==> config.mk <==
export PLATFORM = sky130hd
export DESIGN_NAME = doorbell_top
export DESIGN_NICKNAME = d
export VERILOG_FILES = /design/src/rtl/db_pkg.sv /design/src/rtl/db_wr_port.sv /design/src/rtl/db_rd_port.sv /design/src/rtl/db_regs.sv /design/src/rtl/doorbell_top.sv
export SDC_FILE = /design/constraint.sdc
export NUM_CORES = 1
export LEC_CHECK = 0
export ABC_AREA = 1
export BUFFER_PORTS_ARGS = -buffer_cell sky130_fd_sc_hd__buf_2
export CAP_MARGIN = 20
export CORE_MARGIN = 4
export CORE_UTILIZATION = 47
export CTS_BUF_LIST = sky130_fd_sc_hd__clkbuf_8
export DETAILED_ROUTE_END_ITERATION = 10
export GPL_TIMING_DRIVEN = 1
export PLACE_DENSITY_LB_ADDON = 0.1
export SLEW_MARGIN = 0
export SYNTH_ARGS = -nofsm -noshare
export SYNTH_HDL_FRONTEND = slang
export SYNTH_SLANG_ARGS = --single-unit
==> constraint.sdc <==
create_clock -name clk -period 2.3 [get_ports clk]
set_input_delay 0.23 -clock clk [delete_from_list [all_inputs] [get_ports clk]]
set_output_delay 0.23 -clock clk [all_outputs]
set_load 0.005 [all_outputs]
==> src/rtl/db_pkg.sv <==
package db_pkg;

  // Word index of each register (byte offset / 4); the receiver's driver
  // decodes these positions, so they are fixed.
  typedef enum logic [2:0] {
    IDX_REQ    = 3'd0,
    IDX_PEND   = 3'd1,
    IDX_ENABLE = 3'd2,
    IDX_ACK    = 3'd3,
    IDX_MASTER = 3'd7
  } db_idx_e;

  // Bits of the byte address that select a word inside the mapped window
  localparam int unsigned WIN_LSB = 2;
  localparam int unsigned WIN_MSB = 4;
  localparam int unsigned WIN_BITS = WIN_MSB + 1;

  localparam logic [1:0] RESP_OKAY = 2'b00;

endpackage

==> src/rtl/db_wr_port.sv <==
module db_wr_port #(
  parameter int unsigned ADDR_W = 12,
  parameter int unsigned DATA_W = 32
) (
  input  logic                  clk,
  input  logic                  rst_n,
  input  logic [ADDR_W-1:0]     awaddr,
  input  logic                  awvalid,
  output logic                  awready,
  input  logic [DATA_W-1:0]     wdata,
  input  logic [DATA_W/8-1:0]   wstrb,
  input  logic                  wvalid,
  output logic                  wready,
  output logic [1:0]            bresp,
  output logic                  bvalid,
  input  logic                  bready,
  output logic                  wr_fire,
  output logic [ADDR_W-1:0]     wr_addr,
  output logic [DATA_W-1:0]     wr_data,
  output logic [DATA_W-1:0]     wr_bmask
);
  import db_pkg::*;

  localparam int unsigned NBYTES = DATA_W / 8;

  logic bvalid_q;
  logic take;

  // Address and data are taken together, and only with the response slot free
  assign take    = awvalid && wvalid && !bvalid_q;
  assign awready = take;
  assign wready  = take;

  assign wr_fire = take;
  assign wr_addr = awaddr;
  assign wr_data = wdata;

  for (genvar b = 0; b < NBYTES; b++) begin : g_bytemask
    assign wr_bmask[8*b +: 8] = {8{wstrb[b]}};
  end

  always_ff @(posedge clk) begin
    if (!rst_n) begin
      bvalid_q <= 1'b0;
    end else if (take) begin
      bvalid_q <= 1'b1;
    end else if (bready) begin
      bvalid_q <= 1'b0;
    end
  end

  assign bvalid = bvalid_q;
  assign bresp  = RESP_OKAY;

endmodule

==> src/rtl/db_rd_port.sv <==
module db_rd_port #(
  parameter int unsigned ADDR_W = 12,
  parameter int unsigned DATA_W = 32
) (
  input  logic              clk,
  input  logic              rst_n,
  input  logic [ADDR_W-1:0] araddr,
  input  logic              arvalid,
  output logic              arready,
  output logic [DATA_W-1:0] rdata,
  output logic [1:0]        rresp,
  output logic              rvalid,
  input  logic              rready,
  output logic [ADDR_W-1:0] rd_addr,
  input  logic [DATA_W-1:0] rd_value
);
  import db_pkg::*;

  logic              rvalid_q;
  logic [DATA_W-1:0] rdata_q;
  logic              take;

  assign arready = !rvalid_q;
  assign take    = arvalid && !rvalid_q;
  assign rd_addr = araddr;

  always_ff @(posedge clk) begin
    if (!rst_n) begin
      rvalid_q <= 1'b0;
      rdata_q  <= '0;
    end else if (take) begin
      rvalid_q <= 1'b1;
      rdata_q  <= rd_value;
    end else if (rready) begin
      rvalid_q <= 1'b0;
    end
  end

  assign rvalid = rvalid_q;
  assign rdata  = rdata_q;
  assign rresp  = RESP_OKAY;

endmodule

==> src/rtl/db_regs.sv <==
module db_regs #(
  parameter int unsigned ADDR_W  = 12,
  parameter int unsigned DATA_W  = 32,
  parameter int unsigned NUM_REQ = 8
) (
  input  logic               clk,
  input  logic               rst_n,
  input  logic               wr_fire,
  input  logic [ADDR_W-1:0]  wr_addr,
  input  logic [DATA_W-1:0]  wr_data,
  input  logic [DATA_W-1:0]  wr_bmask,
  input  logic [ADDR_W-1:0]  rd_addr,
  output logic [DATA_W-1:0]  rd_value,
  output logic [NUM_REQ-1:0] status_q,
  output logic [NUM_REQ-1:0] enable_q,
  output logic               master_q,
  output logic               irq_o
);
  import db_pkg::*;

  logic              wr_hit;
  db_idx_e           wr_idx;
  logic [DATA_W-1:0] eff;
  logic [NUM_REQ-1:0] set_v, clr_v, bm_req, pending;
  logic              rd_hit;
  db_idx_e           rd_idx;

  always_comb begin
    wr_hit = (wr_addr >> WIN_BITS) == '0;
    wr_idx = db_idx_e'(wr_addr[WIN_MSB:WIN_LSB]);
    eff    = wr_data & wr_bmask;
    bm_req = wr_bmask[NUM_REQ-1:0];
    set_v  = '0;
    clr_v  = '0;
    if (wr_fire && wr_hit && wr_idx == IDX_REQ) set_v = eff[NUM_REQ-1:0];
    if (wr_fire && wr_hit && wr_idx == IDX_ACK) clr_v = eff[NUM_REQ-1:0];
  end

  always_ff @(posedge clk) begin
    if (!rst_n) begin
      status_q <= '0;
      enable_q <= '0;
      master_q <= 1'b0;
    end else begin
      // a set posted with a clear of the same bit keeps the bit set
      status_q <= (status_q & ~clr_v) | set_v;
      if (wr_fire && wr_hit && wr_idx == IDX_ENABLE)
        enable_q <= (enable_q & ~bm_req) | eff[NUM_REQ-1:0];
      if (wr_fire && wr_hit && wr_idx == IDX_MASTER && wr_bmask[0])
        master_q <= wr_data[0];
    end
  end

  assign pending = status_q & enable_q;
  assign irq_o   = master_q && (|pending);

  always_comb begin
    rd_hit   = (rd_addr >> WIN_BITS) == '0;
    rd_idx   = db_idx_e'(rd_addr[WIN_MSB:WIN_LSB]);
    rd_value = '0;
    if (rd_hit) begin
      case (rd_idx)
        IDX_REQ:    rd_value = DATA_W'(status_q);
        IDX_PEND:   rd_value = DATA_W'(pending);
        IDX_ENABLE: rd_value = DATA_W'(enable_q);
        IDX_MASTER: rd_value = DATA_W'(master_q);
        default:    rd_value = '0;
      endcase
    end
  end

endmodule

==> src/rtl/doorbell_top.sv <==
module doorbell_top #(
  parameter int unsigned ADDR_W  = 12,
  parameter int unsigned DATA_W  = 32,
  parameter int unsigned NUM_REQ = 8
) (
  input  logic                 clk,
  input  logic                 rst_n,
  input  logic [ADDR_W-1:0]    s_awaddr,
  input  logic                 s_awvalid,
  output logic                 s_awready,
  input  logic [DATA_W-1:0]    s_wdata,
  input  logic [DATA_W/8-1:0]  s_wstrb,
  input  logic                 s_wvalid,
  output logic                 s_wready,
  output logic [1:0]           s_bresp,
  output logic                 s_bvalid,
  input  logic                 s_bready,
  input  logic [ADDR_W-1:0]    s_araddr,
  input  logic                 s_arvalid,
  output logic                 s_arready,
  output logic [DATA_W-1:0]    s_rdata,
  output logic [1:0]           s_rresp,
  output logic                 s_rvalid,
  input  logic                 s_rready,
  output logic                 irq_o
);

  logic               wr_fire;
  logic [ADDR_W-1:0]  wr_addr, rd_addr;
  logic [DATA_W-1:0]  wr_data, wr_bmask, rd_value;
  logic [NUM_REQ-1:0] status_q, enable_q;
  logic               master_q;

  db_wr_port #(.ADDR_W(ADDR_W), .DATA_W(DATA_W)) u_wr (
    .clk(clk), .rst_n(rst_n),
    .awaddr(s_awaddr), .awvalid(s_awvalid), .awready(s_awready),
    .wdata(s_wdata), .wstrb(s_wstrb), .wvalid(s_wvalid), .wready(s_wready),
    .bresp(s_bresp), .bvalid(s_bvalid), .bready(s_bready),
    .wr_fire(wr_fire), .wr_addr(wr_addr), .wr_data(wr_data), .wr_bmask(wr_bmask)
  );

  db_rd_port #(.ADDR_W(ADDR_W), .DATA_W(DATA_W)) u_rd (
    .clk(clk), .rst_n(rst_n),
    .araddr(s_araddr), .arvalid(s_arvalid), .arready(s_arready),
    .rdata(s_rdata), .rresp(s_rresp), .rvalid(s_rvalid), .rready(s_rready),
    .rd_addr(rd_addr), .rd_value(rd_value)
  );

  db_regs #(.ADDR_W(ADDR_W), .DATA_W(DATA_W), .NUM_REQ(NUM_REQ)) u_regs (
    .clk(clk), .rst_n(rst_n),
    .wr_fire(wr_fire), .wr_addr(wr_addr), .wr_data(wr_data), .wr_bmask(wr_bmask),
    .rd_addr(rd_addr), .rd_value(rd_value),
    .status_q(status_q), .enable_q(enable_q), .master_q(master_q),
    .irq_o(irq_o)
  );

endmodule

==> metrics <==
WL met1 1620 um; Synth Instances 255; most common cell after layout, fill and taps aside nand2_1; CP max-delay cell nor2_4; kind of end point of the critical path flop; final setup TNS 0 ns; Max VDD drop 0.277 mV; Antenna Nets Post-Route 0; # setup viols final 0; clock tree buffer depth 2; largest net degree at the start of global routing 19; root buf cell clkbuf_8; core footprint 0.00344 sq mm; final count of hold timing violations 0; Detailed Place HPWL 2890 um; vias 1,589; number of nets in the layout 369; H-tree depth 1; Mapped Avg Cell Area 6.76 sq um; die area 0.00470 sq mm; GRT Util Overall 15.8%; Levels on crit path 6; Die Width 68.6 um; top cell type's share of synthesized area 31.3%; commonest non-fill, non-tap cells in the layout nand2_1, buf_2, inv_1, conb_1, dfxtp_1; RSZ-0062 raised after global routing false; Final Power 0.000850 W; vias in the first global route 1,296; CP required 2.48 ns; GRT Residual Overflow 0; final worst path period share 64.7%; DRT iter0 DRCs 54; Avg WL per Cell 10.5 um; Diodes inserted 0; post-route minimum period 1.49 ns; clock skew 0.00598 ns; R2R cell count 6; Synth area leaders dfxtp_1, buf_4, nand2_1; post-CTS sizing 0; worst path cell trace inv_2 > nand3_1 > nor2_4 > nand3b_4 > o21ai_1 > nor2_1; # IOs 109; Die Ht 68.6 um; Min Hold Slack 0.203 ns; crit-path max FO 18; cts hold-fix bufs 0; Critical Path AT 1.66 ns; Area growth syn-to-layout 11.4%; metal2 WL 1690 um; status finished clean; GP Congestion 0.758; CP peak stage delay 0.38 ns; Yosys warnings 0; met3 wire len 312 um; WHS Path Cells 3; CTS tree yes; cell accounting for the most synthesized area dfxtp_1; TritonCTS buffer count 3; clock transition at the registers of the reported paths 0.09 ns; Worst-Skew Late Latency 0.27 ns; Rows 21; 1st-pass router iterations 4; Remaining DRCs 0; fraction of layout cells with a size suffix above 1 22.6%; initial core utilization 50.1%; Port Buf Inserts 49; Crit Path Category flop to flop; Slew HR 64.5%; register area share after synthesis 31.3%; top sig layer met4; postcts setup bufs 0; first-pass GRT wire length 5690 um; Post-Syn Area 0.00172 sq mm; CP top delay family simple AND/OR/NAND/NOR gates; Startpoint Class flop; fin util 55.8%; TritonCTS Sinks 27; Fmax 672 MHz; #FFs+latches synth 27; routed wire length 3660 um; P per Cell Area 443 mW/mm^2; Distinct cells, synth 25; Worst Path Buf+Inv 1; Hold Crit Class input pin to flop; Pleak 0.955 nW; initial antenna violation count 0; Least-Margin Pin Slew 0.530 ns; Max Cap Viol 0; Slew Viols, Final 0; vias per inst 4.58
## per-stage QoR
step,cells,setup WS (ns),area (sq um)
after global routing,347,0.604,1920
after floorplan,282,1.07,1830
after detailed placement,343,0.802,1880
after CTS,347,0.782,1920
final,347,0.812,1920
after global placement,343,0.807,1880
## cells by family after synthesis
group / synth area share (%)
and+or+nand+nor: 35.5
buffers and inverters: 22.3
AOI/OAI and AO/OA: 10.7
DFF: 31.3
other: 0.217
## layer usage
layer,global-route usage (%),vias to the layer above
li1,-,869
met1,20.8,663
met2,25.6,52
met3,3.57,5
met4,4.47,0
met5,0,-
## layout make-up
type	count	area, sq um
Timing Repair Buffer	50	253
Clock inverter	1	3.75
Tap cell	46	57.6
Multi-Input combinational cell	187	901
Clock buffer	3	41.3
Fill cell	374	1520
Inverter	33	124
Sequential cell	27	541
## report_power, final
group | leakage, nW | switching [W] | internal, W
combinational | 0.710 | 0.0000751 | 0.0000396
sequential | 0.218 | 0.00000132 | 0.000469
clock | 0.0269 | 0.000145 | 0.000120
## worst reg2reg max path: cells and delay by family, from the launching register on
family	cells	cell delay, ns
buffers and inverters	1	0.05
flip-flops	1	0.32
AO/OA/AOI/OAI	1	0.19
AND/OR/NAND/NOR	4	0.83
## path summary, 6_finish.rpt
path,start,to,slack (ns)
worst max-delay path,u_wr.bvalid,flop,0.81
worst min-delay path,s_wdata[1],flop,0.20
worst max register to register,u_wr.bvalid,flop,0.81
worst min register to register,u_rd.rdata[0],u_rd.rdata[0],0.46
## synthesized netlist by cell type
master,number
a21oi_1,16
a31oi_1,1
buf_2,1
buf_4,30
buf_6,2
clkbuf_1,2
conb_1,1
dfxtp_1,27
inv_1,27
inv_2,6
nand2_1,58
nand2_2,2
nand3_1,18
nand3b_4,1
nand4_1,18
nor2_1,22
nor2_2,1
nor2_4,1
nor3_2,2
nor3_4,2
o211ai_1,6
o21a_1,1
o21ai_0,1
o21ai_1,8
or2_1,1
No activity file was read; power rests on OpenSTA's default activity.
